## src/rtl/mcsr_file_pkg.sv

```systemverilog
package mcsr_file_pkg;

   typedef enum logic [1:0] {
      OP_READ  = 2'd0,
      OP_WRITE = 2'd1,
      OP_SET   = 2'd2,
      OP_CLEAR = 2'd3
   } csr_op_e;

   typedef enum logic [4:0] {
      SEL_NONE, SEL_STATUS, SEL_ISA, SEL_IEN, SEL_TVEC, SEL_INHIBIT,
      SEL_SCRATCH, SEL_EPC, SEL_CAUSE, SEL_TVAL, SEL_PEND,
      SEL_CYC_LO, SEL_CYC_HI, SEL_STP_LO, SEL_STP_HI,
      SEL_VENDOR, SEL_ARCH, SEL_IMPL, SEL_HART, SEL_CFGPTR
   } csr_sel_e;

   localparam logic [11:0] A_STATUS  = 12'h300;
   localparam logic [11:0] A_ISA     = 12'h301;
   localparam logic [11:0] A_IEN     = 12'h304;
   localparam logic [11:0] A_TVEC    = 12'h305;
   localparam logic [11:0] A_INHIBIT = 12'h320;
   localparam logic [11:0] A_SCRATCH = 12'h340;
   localparam logic [11:0] A_EPC     = 12'h341;
   localparam logic [11:0] A_CAUSE   = 12'h342;
   localparam logic [11:0] A_TVAL    = 12'h343;
   localparam logic [11:0] A_PEND    = 12'h344;
   localparam logic [11:0] A_CYC_LO  = 12'hB00;
   localparam logic [11:0] A_STP_LO  = 12'hB02;
   localparam logic [11:0] A_CYC_HI  = 12'hB80;
   localparam logic [11:0] A_STP_HI  = 12'hB82;
   localparam logic [11:0] A_VENDOR  = 12'hF11;
   localparam logic [11:0] A_ARCH    = 12'hF12;
   localparam logic [11:0] A_IMPL    = 12'hF13;
   localparam logic [11:0] A_HART    = 12'hF14;
   localparam logic [11:0] A_CFGPTR  = 12'hF15;

   localparam logic [31:0] ISA_WORD   = 32'h4090_1105;
   localparam logic [31:0] TVEC_KEEP  = 32'hFFFF_FFFD;
   localparam logic [31:0] EPC_KEEP   = 32'hFFFF_FFFE;
   localparam logic [31:0] CAUSE_KEEP = 32'h8000_000F;

endpackage

```

## src/rtl/mcsr_addr_dec.sv

```systemverilog
module mcsr_addr_dec
   import mcsr_file_pkg::*;
#(
   parameter int ADDR_W = 16
) (
   input  logic [ADDR_W-1:0]  addr,
   input  logic [1:0]         priv,
   output csr_sel_e           sel,
   output logic               fault
);

   logic out_of_range;
   logic [11:0] a12;

   assign a12 = addr[11:0];

   generate
      if (ADDR_W > 12) begin : g_wide
         assign out_of_range = |addr[ADDR_W-1:12];
      end else begin : g_narrow
         assign out_of_range = 1'b0;
      end
   endgenerate

   always_comb begin
      unique case (a12)
         A_STATUS:  sel = SEL_STATUS;
         A_ISA:     sel = SEL_ISA;
         A_IEN:     sel = SEL_IEN;
         A_TVEC:    sel = SEL_TVEC;
         A_INHIBIT: sel = SEL_INHIBIT;
         A_SCRATCH: sel = SEL_SCRATCH;
         A_EPC:     sel = SEL_EPC;
         A_CAUSE:   sel = SEL_CAUSE;
         A_TVAL:    sel = SEL_TVAL;
         A_PEND:    sel = SEL_PEND;
         A_CYC_LO:  sel = SEL_CYC_LO;
         A_CYC_HI:  sel = SEL_CYC_HI;
         A_STP_LO:  sel = SEL_STP_LO;
         A_STP_HI:  sel = SEL_STP_HI;
         A_VENDOR:  sel = SEL_VENDOR;
         A_ARCH:    sel = SEL_ARCH;
         A_IMPL:    sel = SEL_IMPL;
         A_HART:    sel = SEL_HART;
         A_CFGPTR:  sel = SEL_CFGPTR;
         default:   sel = SEL_NONE;
      endcase
   end

   assign fault = out_of_range || (a12[9:8] > priv) || (sel == SEL_NONE);

   // privilege above the caller always refuses the access
   always_comb begin
      if (a12[9:8] > priv) begin
         p_priv_fault_r1: assert (fault);
      end
   end

endmodule

```

## src/rtl/mcsr_counter64.sv

```systemverilog
module mcsr_counter64 #(
   parameter int HALF_W = 32,
   localparam int CNT_W = 2 * HALF_W
) (
   input  logic              clk,
   input  logic              rst_n,
   input  logic              inhibit,
   input  logic              wr_lo,
   input  logic              wr_hi,
   input  logic [HALF_W-1:0] wdata,
   output logic [CNT_W-1:0]  value
);

   logic [CNT_W-1:0] cnt_q;
   logic [CNT_W-1:0] bumped;

   // Increment first as one wide value; the software write overrides after
   assign bumped = inhibit ? cnt_q : cnt_q + CNT_W'(1);

   always_ff @(posedge clk or negedge rst_n) begin
      if (!rst_n) begin
         cnt_q <= '0;
      end else begin
         cnt_q[HALF_W-1:0]     <= wr_lo ? wdata : bumped[HALF_W-1:0];
         cnt_q[CNT_W-1:HALF_W] <= wr_hi ? wdata : bumped[CNT_W-1:HALF_W];
      end
   end

   assign value = cnt_q;

   p_count_step_r5: assert property (@(posedge clk) disable iff (!rst_n)
      (!inhibit && !wr_lo && !wr_hi) |=> value == $past(value) + CNT_W'(1));

   p_count_hold_r4: assert property (@(posedge clk) disable iff (!rst_n)
      (inhibit && !wr_lo && !wr_hi) |=> $stable(value));

   p_half_write_r6: assert property (@(posedge clk) disable iff (!rst_n)
      (wr_hi && !wr_lo && !inhibit) |=>
         value[HALF_W-1:0] == $past(value[HALF_W-1:0]) + HALF_W'(1));

endmodule

```

## src/rtl/mcsr_file.sv

```systemverilog
module mcsr_file
   import mcsr_file_pkg::*;
#(
   parameter int          ADDR_W    = 16,
   parameter int          XLEN      = 32,
   parameter logic [31:0] VENDOR_ID = 32'h0,
   parameter logic [31:0] ARCH_ID   = 32'h0,
   parameter logic [31:0] IMPL_ID   = 32'h0,
   parameter logic [31:0] HART_ID   = 32'h0,
   parameter logic [31:0] CFG_PTR   = 32'h0
) (
   input  logic              clk,
   input  logic              rst_n,
   input  logic              acc_en,
   input  logic [ADDR_W-1:0] acc_addr,
   input  logic [1:0]        acc_op,
   input  logic [31:0]       acc_wdata,
   input  logic [1:0]        cur_priv,
   output logic [31:0]       rd_data,
   output logic              acc_fault
);

   localparam int NCNT  = 2;
   localparam int INH_W = 3;

   generate
      if (XLEN != 32) begin : g_bad_xlen
         $error("mcsr_file supports XLEN of 32 only");
      end
      if (ADDR_W < 12) begin : g_bad_addr
         $error("mcsr_file needs ADDR_W of at least 12");
      end
   endgenerate

   csr_sel_e    sel;
   logic        dec_fault;
   logic [31:0] rd_mux;
   logic [31:0] wr_val;
   logic        wr_go;

   logic [31:0] status_q, ien_q, tvec_q, scratch_q, epc_q, cause_q;
   logic [INH_W-1:0] inh_q;
   logic [63:0] cnt_val [NCNT];

   mcsr_addr_dec #(.ADDR_W(ADDR_W)) u_dec (
      .addr  (acc_addr),
      .priv  (cur_priv),
      .sel   (sel),
      .fault (dec_fault)
   );

   always_comb begin
      unique case (sel)
         SEL_STATUS:  rd_mux = status_q;
         SEL_ISA:     rd_mux = ISA_WORD;
         SEL_IEN:     rd_mux = ien_q;
         SEL_TVEC:    rd_mux = tvec_q;
         SEL_INHIBIT: rd_mux = {{(32-INH_W){1'b0}}, inh_q};
         SEL_SCRATCH: rd_mux = scratch_q;
         SEL_EPC:     rd_mux = epc_q;
         SEL_CAUSE:   rd_mux = cause_q;
         SEL_CYC_LO:  rd_mux = cnt_val[0][31:0];
         SEL_CYC_HI:  rd_mux = cnt_val[0][63:32];
         SEL_STP_LO:  rd_mux = cnt_val[1][31:0];
         SEL_STP_HI:  rd_mux = cnt_val[1][63:32];
         SEL_VENDOR:  rd_mux = VENDOR_ID;
         SEL_ARCH:    rd_mux = ARCH_ID;
         SEL_IMPL:    rd_mux = IMPL_ID;
         SEL_HART:    rd_mux = HART_ID;
         SEL_CFGPTR:  rd_mux = CFG_PTR;
         default:     rd_mux = 32'h0;
      endcase
   end

   assign rd_data   = dec_fault ? 32'h0 : rd_mux;
   assign acc_fault = acc_en && dec_fault;

   always_comb begin
      unique case (csr_op_e'(acc_op))
         OP_SET:   wr_val = rd_mux | acc_wdata;
         OP_CLEAR: wr_val = rd_mux & ~acc_wdata;
         default:  wr_val = acc_wdata;
      endcase
   end

   assign wr_go = acc_en && (acc_op != OP_READ) && !dec_fault;

   always_ff @(posedge clk or negedge rst_n) begin
      if (!rst_n) begin
         status_q  <= '0;
         ien_q     <= '0;
         tvec_q    <= '0;
         scratch_q <= '0;
         epc_q     <= '0;
         cause_q   <= '0;
         inh_q     <= '0;
      end else if (wr_go) begin
         unique case (sel)
            SEL_STATUS:  status_q  <= wr_val;
            SEL_IEN:     ien_q     <= wr_val;
            SEL_TVEC:    tvec_q    <= wr_val & TVEC_KEEP;
            SEL_SCRATCH: scratch_q <= wr_val;
            SEL_EPC:     epc_q     <= wr_val & EPC_KEEP;
            SEL_CAUSE:   cause_q   <= wr_val & CAUSE_KEEP;
            SEL_INHIBIT: inh_q     <= wr_val[INH_W-1:0];
            default: ;
         endcase
      end
   end

   genvar g;
   generate
      for (g = 0; g < NCNT; g++) begin : g_cnt
         localparam csr_sel_e LO_SEL = (g == 0) ? SEL_CYC_LO : SEL_STP_LO;
         localparam csr_sel_e HI_SEL = (g == 0) ? SEL_CYC_HI : SEL_STP_HI;
         mcsr_counter64 #(.HALF_W(32)) u_cnt (
            .clk     (clk),
            .rst_n   (rst_n),
            .inhibit (inh_q[2*g]),
            .wr_lo   (wr_go && (sel == LO_SEL)),
            .wr_hi   (wr_go && (sel == HI_SEL)),
            .wdata   (wr_val),
            .value   (cnt_val[g])
         );
      end
   endgenerate

   p_fault_no_write_r2: assert property (@(posedge clk) disable iff (!rst_n)
      (acc_en && acc_fault && acc_op != 2'd0) |=>
         ($stable(scratch_q) && $stable(status_q) && $stable(ien_q)));

   p_cause_mask_r7: assert property (@(posedge clk) disable iff (!rst_n)
      (cause_q & ~CAUSE_KEEP) == 32'h0);

   p_tvec_epc_mask_r7: assert property (@(posedge clk) disable iff (!rst_n)
      (tvec_q[1] == 1'b0) && (epc_q[0] == 1'b0));

   p_fault_reads_zero_r1: assert property (@(posedge clk) disable iff (!rst_n)
      acc_fault |-> rd_data == 32'h0);

endmodule

```

## config.mk

```make
export PLATFORM = sky130hd
export DESIGN_NAME = mcsr_file
export DESIGN_NICKNAME = d
export VERILOG_FILES = /design/src/rtl/mcsr_file_pkg.sv /design/src/rtl/mcsr_addr_dec.sv /design/src/rtl/mcsr_counter64.sv /design/src/rtl/mcsr_file.sv
export SDC_FILE = /design/constraint.sdc
export NUM_CORES = 1
export LEC_CHECK = 0
export BUFFER_PORTS_ARGS = -buffer_cell sky130_fd_sc_hd__buf_2
export CORE_ASPECT_RATIO = 0.75
export CORE_UTILIZATION = 25
export CTS_CLUSTER_SIZE = 12
export DETAILED_ROUTE_END_ITERATION = 12
export SETUP_SLACK_MARGIN = 0.4
export SLEW_MARGIN = 0
export SYNTH_ARGS = -nofsm -noshare
export SYNTH_HDL_FRONTEND = slang
export SYNTH_HIERARCHICAL = 1
export SYNTH_SLANG_ARGS = --single-unit
```

## constraint.sdc

```tcl
create_clock -name clk -period 4.9 [get_ports clk]
set_input_delay 0.735 -clock clk [delete_from_list [all_inputs] [get_ports clk]]
set_output_delay 0.735 -clock clk [all_outputs]
set_load 0.03 [all_outputs]
```

==> impl_metrics.tcl, run 1 <==
set metrics [dict create \
    multiInputGateArea_sq_um 9840 \
    power_frac_clock_pct 46.2 \
    die_x_um 310 \
    drt_pre_antenna_iters 6 \
    dr_wl_met2_um 27900 \
    chipHeight_um 233 \
    finClkSkew_ns 0.0343 \
    grt_usage_pct 19.2 \
    synth_ff_type "dfrtp_1" \
    post-route-util_pct 29.8 \
    synthesis.nets 2127 \
    startpoint_type "input pin" \
    drc 0 \
    core_sq_um 70300 \
    route.vias.total 17500 \
    clock_latency_ns 0.60 \
    diodes 0 \
    syn_to_final_growth_pct 17.7 \
    seq_area_sq_um 7360 \
    antenna_found_initial 0 \
    hpwl_um 51800 \
    fill_cells 7472 \
    gp_congestion 0.990 \
    htreeDepth 1 \
    rsz0062_at_grt "yes" \
    die-area_sq_um 72400 \
    status "finished, final reports clean" \
    grt_pass1_vias 15500 \
    io_buffers 87 \
    wirelength_um 71500 \
    required_ns 4.16 \
    hp-class "in -> async" \
    yosys.cell_types.count 89 \
    crit_fanout 22 \
    drive_gt1_share_pct 16.2 \
    crit_arrival_ns 3.77 \
    dp_cells 3046 \
    p_leak_nw 8.45 \
    io_pins 88 \
    cts_buffers 30 \
    swShare_pct 24.7 \
    netlist_instances 2068 \
    total_power_w 0.00507 \
    start_util_pct 25.3 \
    layout.cells.non_filler 3108 \
    avgRoutedWirePerCell_um 23.0 \
    p_per_area_nw_per_um2 242 \
    grt_pass1_wl_um 105000 \
    final_net_count 2210 \
    clk_path_buf_depth 3 \
    worst_slew_pin_slew_ns 1.17 \
    p_int_w 0.00381 \
    clk_pin_slew_worst_paths_ns 0.06 \
    grt-ovfl-total 0 \
    power.switching_w 0.00125 \
    drv_cap 0 \
    cts_tree "built" \
    slew_headroom_pct 21.5 \
    routed_via_density 5.64 \
    rows 84 \
    ir_worst_vdd_v 0.000274 \
    drt_iter0_markers 2376 \
    synth-seq-cells 294 \
    endpoint_kind "output port" \
    period_needed_ns 4.51 \
    fin_crit_sh_pct 92.0 \
    highest_layer "met4" \
    synth-seq-area-share_pct 41.3 \
    rrSetupSlack_ns 1.50 \
    final_max_slew_viol_count 0 \
    syn_avg_cell_area_sq_um 8.62 \
    root_buffer "clkbuf_16" \
    fmax_ghz 0.222 \
    async_flop_share_pct 100 \
    pwr-share-seq_pct 47.9 \
    yosys_warnings 6 \
    grt_start_max_net_pins 103 \
    p_comb_share_pct 5.9 \
    critical_path_class "in -> out" \
    ctsHoldBuffers 0 \
    setup_tns_ns 0 \
    final_hold_viol_count 0 \
    synth_edf_count 0 \
    detail_route.wirelength.met1_um 33000 \
    clock_sinks 294 \
    setup_viol 0 \
    final_antenna_net_count 0 \
    met3WireLength_um 8930 \
    synth_area_sq_um 17800 \
]
==> state kept, by name (all words and copies together) (netlist names) <==
register and count:
g_cnt.u_cnt/value 128, ien_q 32, scratch_q 32, status_q 32, epc_q 31, tvec_q 31, cause_q 5, inh_q 3
==> synthesized netlist by cell type (6+ instances only) <==
master,count,share of area [%]
inv_1,39,0.82
mux2i_1,33,1.9
nor3_1,45,1.3
buf_4,8,0.34
nand3b_1,6,0.25
nor3b_1,8,0.34
nor2_1,206,4.3
a31oi_1,144,5.1
buf_1,7,0.15
o21ai_1,12,0.34
xor2_1,38,1.9
or3_1,15,0.53
a22oi_1,20,0.84
o22ai_1,6,0.21
and3b_1,6,0.29
nor2b_1,33,1.2
mux2_2,30,1.9
xnor2_1,60,2.9
nor4_1,52,1.8
o31a_1,6,0.29
and2_1,15,0.53
o311ai_2,6,0.55
and4_1,14,0.69
nand3_1,167,4.7
or4_1,27,1.1
nand4_1,64,2.2
o2bb2ai_1,14,0.69
o21ai_0,133,3.7
o31ai_2,13,0.91
clkbuf_1,70,1.5
buf_2,50,1.4
a22o_1,24,1.2
dfrtp_1,294,41
a221o_1,12,0.67
and3_1,28,0.98
a21oi_1,15,0.42
nand2_1,255,5.4
==> metal layers <==
layer,vias to the layer above,GRT usage (%)
met5,-,0
met4,0,4.13
met3,125,4.54
met2,1031,25.7
met1,8573,30.3
li1,7793,-
==> placed cells by master (no fill, tap or decap), types with 39 or more instances in the layout <==
cell type | netlist | layout
a31oi_1 | 144 | 143
buf_2 | 50 | 76
buf_4 | 8 | 85
dfrtp_1 | 294 | 294
inv_1 | 39 | 39
nand2_1 | 255 | 253
nand3_1 | 167 | 166
nand4_1 | 64 | 64
nor2_1 | 206 | 203
nor3_1 | 45 | 41
nor4_1 | 52 | 51
o21ai_0 | 133 | 133
xnor2_1 | 60 | 60
==> power groups by stage <==
| stage | Clock, W | Combinational [W] | Sequential [W] |
|---|---|---|---|
| after CTS | 0.00238 | 0.000291 | 0.00243 |
| after floorplan | 0 | 0.000117 | 0.00247 |
| after global routing | 0.00248 | 0.000319 | 0.00243 |
| after global placement | 0 | 0.000292 | 0.00247 |
| after detailed placement | 0 | 0.000289 | 0.00247 |
| final | 0.00234 | 0.000299 | 0.00243 |
==> cell families after synthesis <==
logic type / count (synthesis) / share of synthesized area, %
and+or+nand+nor: 982 / 28.2
AOI/OAI and AO/OA: 446 / 17.2
DFF: 294 / 41.3
buffers and inverters: 181 / 4.50
xor gates and xnor gates: 98 / 4.82
muxes: 63 / 3.75
adders and majority gates: 4 / 0.281
==> critical path, stage by stage <==
cell and delay [ns]:
buf_2 0.15, or4_4 0.56, buf_4 0.17, o32ai_2 0.23
nand2_1 0.13, nand3_2 0.16, buf_12 0.23, nor2b_2 0.24
buf_4 0.26, a32oi_1 0.21, a41oi_1 0.27, buf_4 0.20
buf_2 0.21
==> what timing repair did <==
| action | 4_1_cts | 5_1_grt |
|---|---|---|
| cloned | 0 | 1 |
| setup endpoints to repair | 20 | 32 |
| pin swaps | 1 | 6 |
| buffers inserted | 1 | 17 |
| gates resized for setup | 6 | 52 |
==> cell type report <==
type / instances / share of cell area (%)
Inverter: 42 / 0.770
Multi-Input combinational cell: 1593 / 46.9
Timing Repair Buffer: 190 / 7.11
Sequential cell: 294 / 35.1
Tap cell: 946 / 5.64
Clock inverter: 5 / 0.549
Clock buffer: 38 / 3.91
==> through the flow <==
stage	hold slack, ns	worst slack, ns	area [sq um]
after global placement	0.466	0.292	19700
after floorplan	0.439	0.419	17800
after global routing	0.289	0.296	21000
final	0.224	0.393	21000
after CTS	0.265	0.373	20600
after detailed placement	0.474	0.280	19700
==> path summary, 6_finish.rpt <==
check,from,to,depth (start not counted)
max,acc_addr[6],rd_data[30],13
min,rst_n,scratch_q[3],1
max reg2reg,g_cnt[1].u_cnt/value[14],g_cnt[1].u_cnt/value[62],5
min reg2reg,ien_q[31],ien_q[31],2
max in group asynchronous,rst_n,scratch_q[17],2
min in group clk,ien_q[31],ien_q[31],2
Power figures use the tool's default switching activity.
==> run 2, diff against run 1 <==
Settings changed: CELL_PAD_IN_SITES_DETAIL_PLACEMENT set to 1, CELL_PAD_IN_SITES_GLOBAL_PLACEMENT set to 2, PLACE_DENSITY_LB_ADDON set to 0.1.
==> run 2 against run 1 <==
Compared with the run above:
- design area rose by 1.9%
- clock-buffer cell count rose by 14
- hold slack worse by 0.15 ns
- clock skew down 0.016 ns
- worst setup slack better by 0.084 ns
- via count is 2.2% lower
- routed wire length rose by 25%
- fmax grew 1.9%
- global-route usage is 5.5 points higher
- first-iteration DRC count down 47%
- flip-flop and latch count stayed put
- largest cell class unchanged
- largest power group is now clock
==> impl_metrics.tcl, run 2 (same netlist as run 1, synthesis figures left out) <==
set metrics [dict create \
    grt_pass1_vias 17200 \
    drive_gt1_share_pct 17.0 \
    antenna_found_initial 4 \
    wirelength_um 89300 \
    finClkSkew_ns 0.0187 \
    status "finished, final reports clean" \
    io_pins 88 \
    die-area_sq_um 72400 \
    fin_crit_sh_pct 90.3 \
    setup_tns_ns 0 \
    clk_path_buf_depth 3 \
    die_x_um 310 \
    grt_pass1_wl_um 129000 \
    crit_chain "buf_2, or4_4, nor4b_4, a21oi_2, o41ai_4, buf_4, clkbuf_16, buf_4, nor3_4, buf_4, a221o_1, o41a_1, buf_2" \
    r2r-end "g_cnt[1].u_cnt/value[62]" \
    largest_reg_flops 128 \
    chipHeight_um 233 \
    r2r-start "g_cnt[1].u_cnt/value[23]" \
    clk_pin_slew_worst_paths_ns 0.06 \
    gp_congestion 0.868 \
    endpoint_kind "output port" \
    start_util_pct 25.3 \
    worst-path-buf-inv 6 \
    seq_area_sq_um 7360 \
    period_needed_ns 4.42 \
    clock_sinks 294 \
    grt-ovfl-total 0 \
    final_max_slew_viol_count 0 \
    slew_headroom_pct 19.8 \
    grt_start_max_net_pins 91 \
    worst_slew_pin_slew_ns 1.19 \
    drt_pre_antenna_iters 5 \
    io_buffers 87 \
    drv_cap 0 \
    final_antenna_net_count 0 \
    clock_latency_ns 0.59 \
    layout_common_cells "dfrtp_1, nand2_1, nor2_1, nand3_1, a31oi_1" \
    rrSetupSlack_ns 1.27 \
    crit_fanout 8 \
    setup_viol 0 \
    syn_to_final_growth_pct 20.0 \
    p_per_area_nw_per_um2 265 \
    cpMostUsedCell "buf_4" \
    p_leak_nw 8.65 \
    final_common_cell "dfrtp_1" \
    reg2regPathDepth 5 \
    final_hold_viol_count 0 \
    crit_arrival_ns 3.69 \
    layout.cells.non_filler 3141 \
    route.vias.total 17100 \
    post-route-util_pct 30.4 \
    cpPeakStageDelay_ns 0.59 \
    core_sq_um 70300 \
    fmax_ghz 0.226 \
    hp-class "in -> async" \
    rsz0062_at_grt "yes" \
    hpwl_um 66500 \
    multiInputGateArea_sq_um 9820 \
    diodes 0 \
    required_ns 4.16 \
    drc 0 \
    avgRoutedWirePerCell_um 28.4 \
    critical_path_class "in -> out" \
    drt_iter0_markers 1261 \
    cts_buffers 38 \
    path_delay_family "compound AO/OA/AOI/OAI gates" \
    fill_cells 8152 \
    critPathSlowestCell "or4_4" \
    fin_area_sq_um 21400 \
    rows 84 \
    placement.cell_area_sq_um 19900 \
    grt_usage_pct 24.7 \
    startpoint_type "input pin" \
    ir_worst_vdd_v 0.000205 \
    dp_cells 3064 \
    htreeDepth 2 \
    final_net_count 2229 \
    routed_via_density 5.45 \
    cts_tree "built" \
    root_buffer "clkbuf_16" \
]
-- run 2: cell types whose count changed in the layout (fill, tap and decap cells not counted), moves of 3 or more --
cell | previous run | this run
o22ai_2 | 4 | 1
clkbuf_16 | 31 | 42
clkinv_2 | 0 | 7
clkbuf_1 | 4 | 8
o2bb2ai_1 | 10 | 14
and2_2 | 8 | 5
o22ai_1 | 2 | 5
o2bb2ai_2 | 4 | 0
-- run 2: routing by layer --
metal | up-vias | part of all wire, % | global-route usage, %
li1 | 7820 | - | -
met1 | 8862 | 50 | 36.4
met2 | 369 | 44 | 38.4
met3 | 80 | 3.9 | 2.64
met4 | 0 | 2.0 | 5.57
met5 | - | 0 | 0
-- run 2: final cells by class --
| class | instances | share of cell area (%) |
|---|---|---|
| clock buffer | 52 | 5.03 |
| clock inverter | 13 | 0.655 |
| inverter | 42 | 0.737 |
| multi-input combinational | 1593 | 45.9 |
| sequential | 294 | 34.4 |
| tap | 946 | 5.54 |
| timing repair buffer | 201 | 7.69 |
-- run 2: metrics by stage --
stage / hold WS (ns) / power (W) / setup WS, ns
floorplan: 0.439 / 0.00259 / 0.419
global placement: 0.461 / 0.00280 / 0.189
detailed placement: 0.467 / 0.00280 / 0.132
CTS: 0.0986 / 0.00573 / 0.366
global route: 0.120 / 0.00584 / 0.356
finish: 0.0773 / 0.00566 / 0.477
-- run 2: power breakdown --
group / total [W] / switching, W / internal (W) / leakage [nW]
Combinational: 0.000327 / 0.000253 / 0.0000744 / 4.32
Sequential: 0.00243 / 0.0000000300 / 0.00243 / 3.73
Clock: 0.00290 / 0.00125 / 0.00165 / 0.600
Total: 0.00566 / 0.00151 / 0.00415 / 8.65
-- run 2: what timing repair did --
action / 4_1_cts / 5_1_grt
cloned: 0 / 3
pin swaps: 0 / 2
endpoints found under the setup margin: 23 / 32
hold buffers: 0 / 0
resized for setup: 8 / 42
setup buffers: 1 / 8
-- run 2: how the worst max path moves through the flow --
| stage | from | endpoint | slack (ns) | depth (start not counted) |
|---|---|---|---|---|
| floorplan | acc_addr[0] | rd_data[31] | 0.42 | 14 |
| global placement | acc_addr[0] | rd_data[31] | 0.19 | 14 |
| detailed placement | acc_addr[0] | rd_data[31] | 0.13 | 14 |
| CTS | acc_addr[0] | rd_data[31] | 0.37 | 14 |
| global route | acc_addr[7] | rd_data[22] | 0.36 | 13 |
| finish | acc_addr[4] | rd_data[3] | 0.48 | 13 |
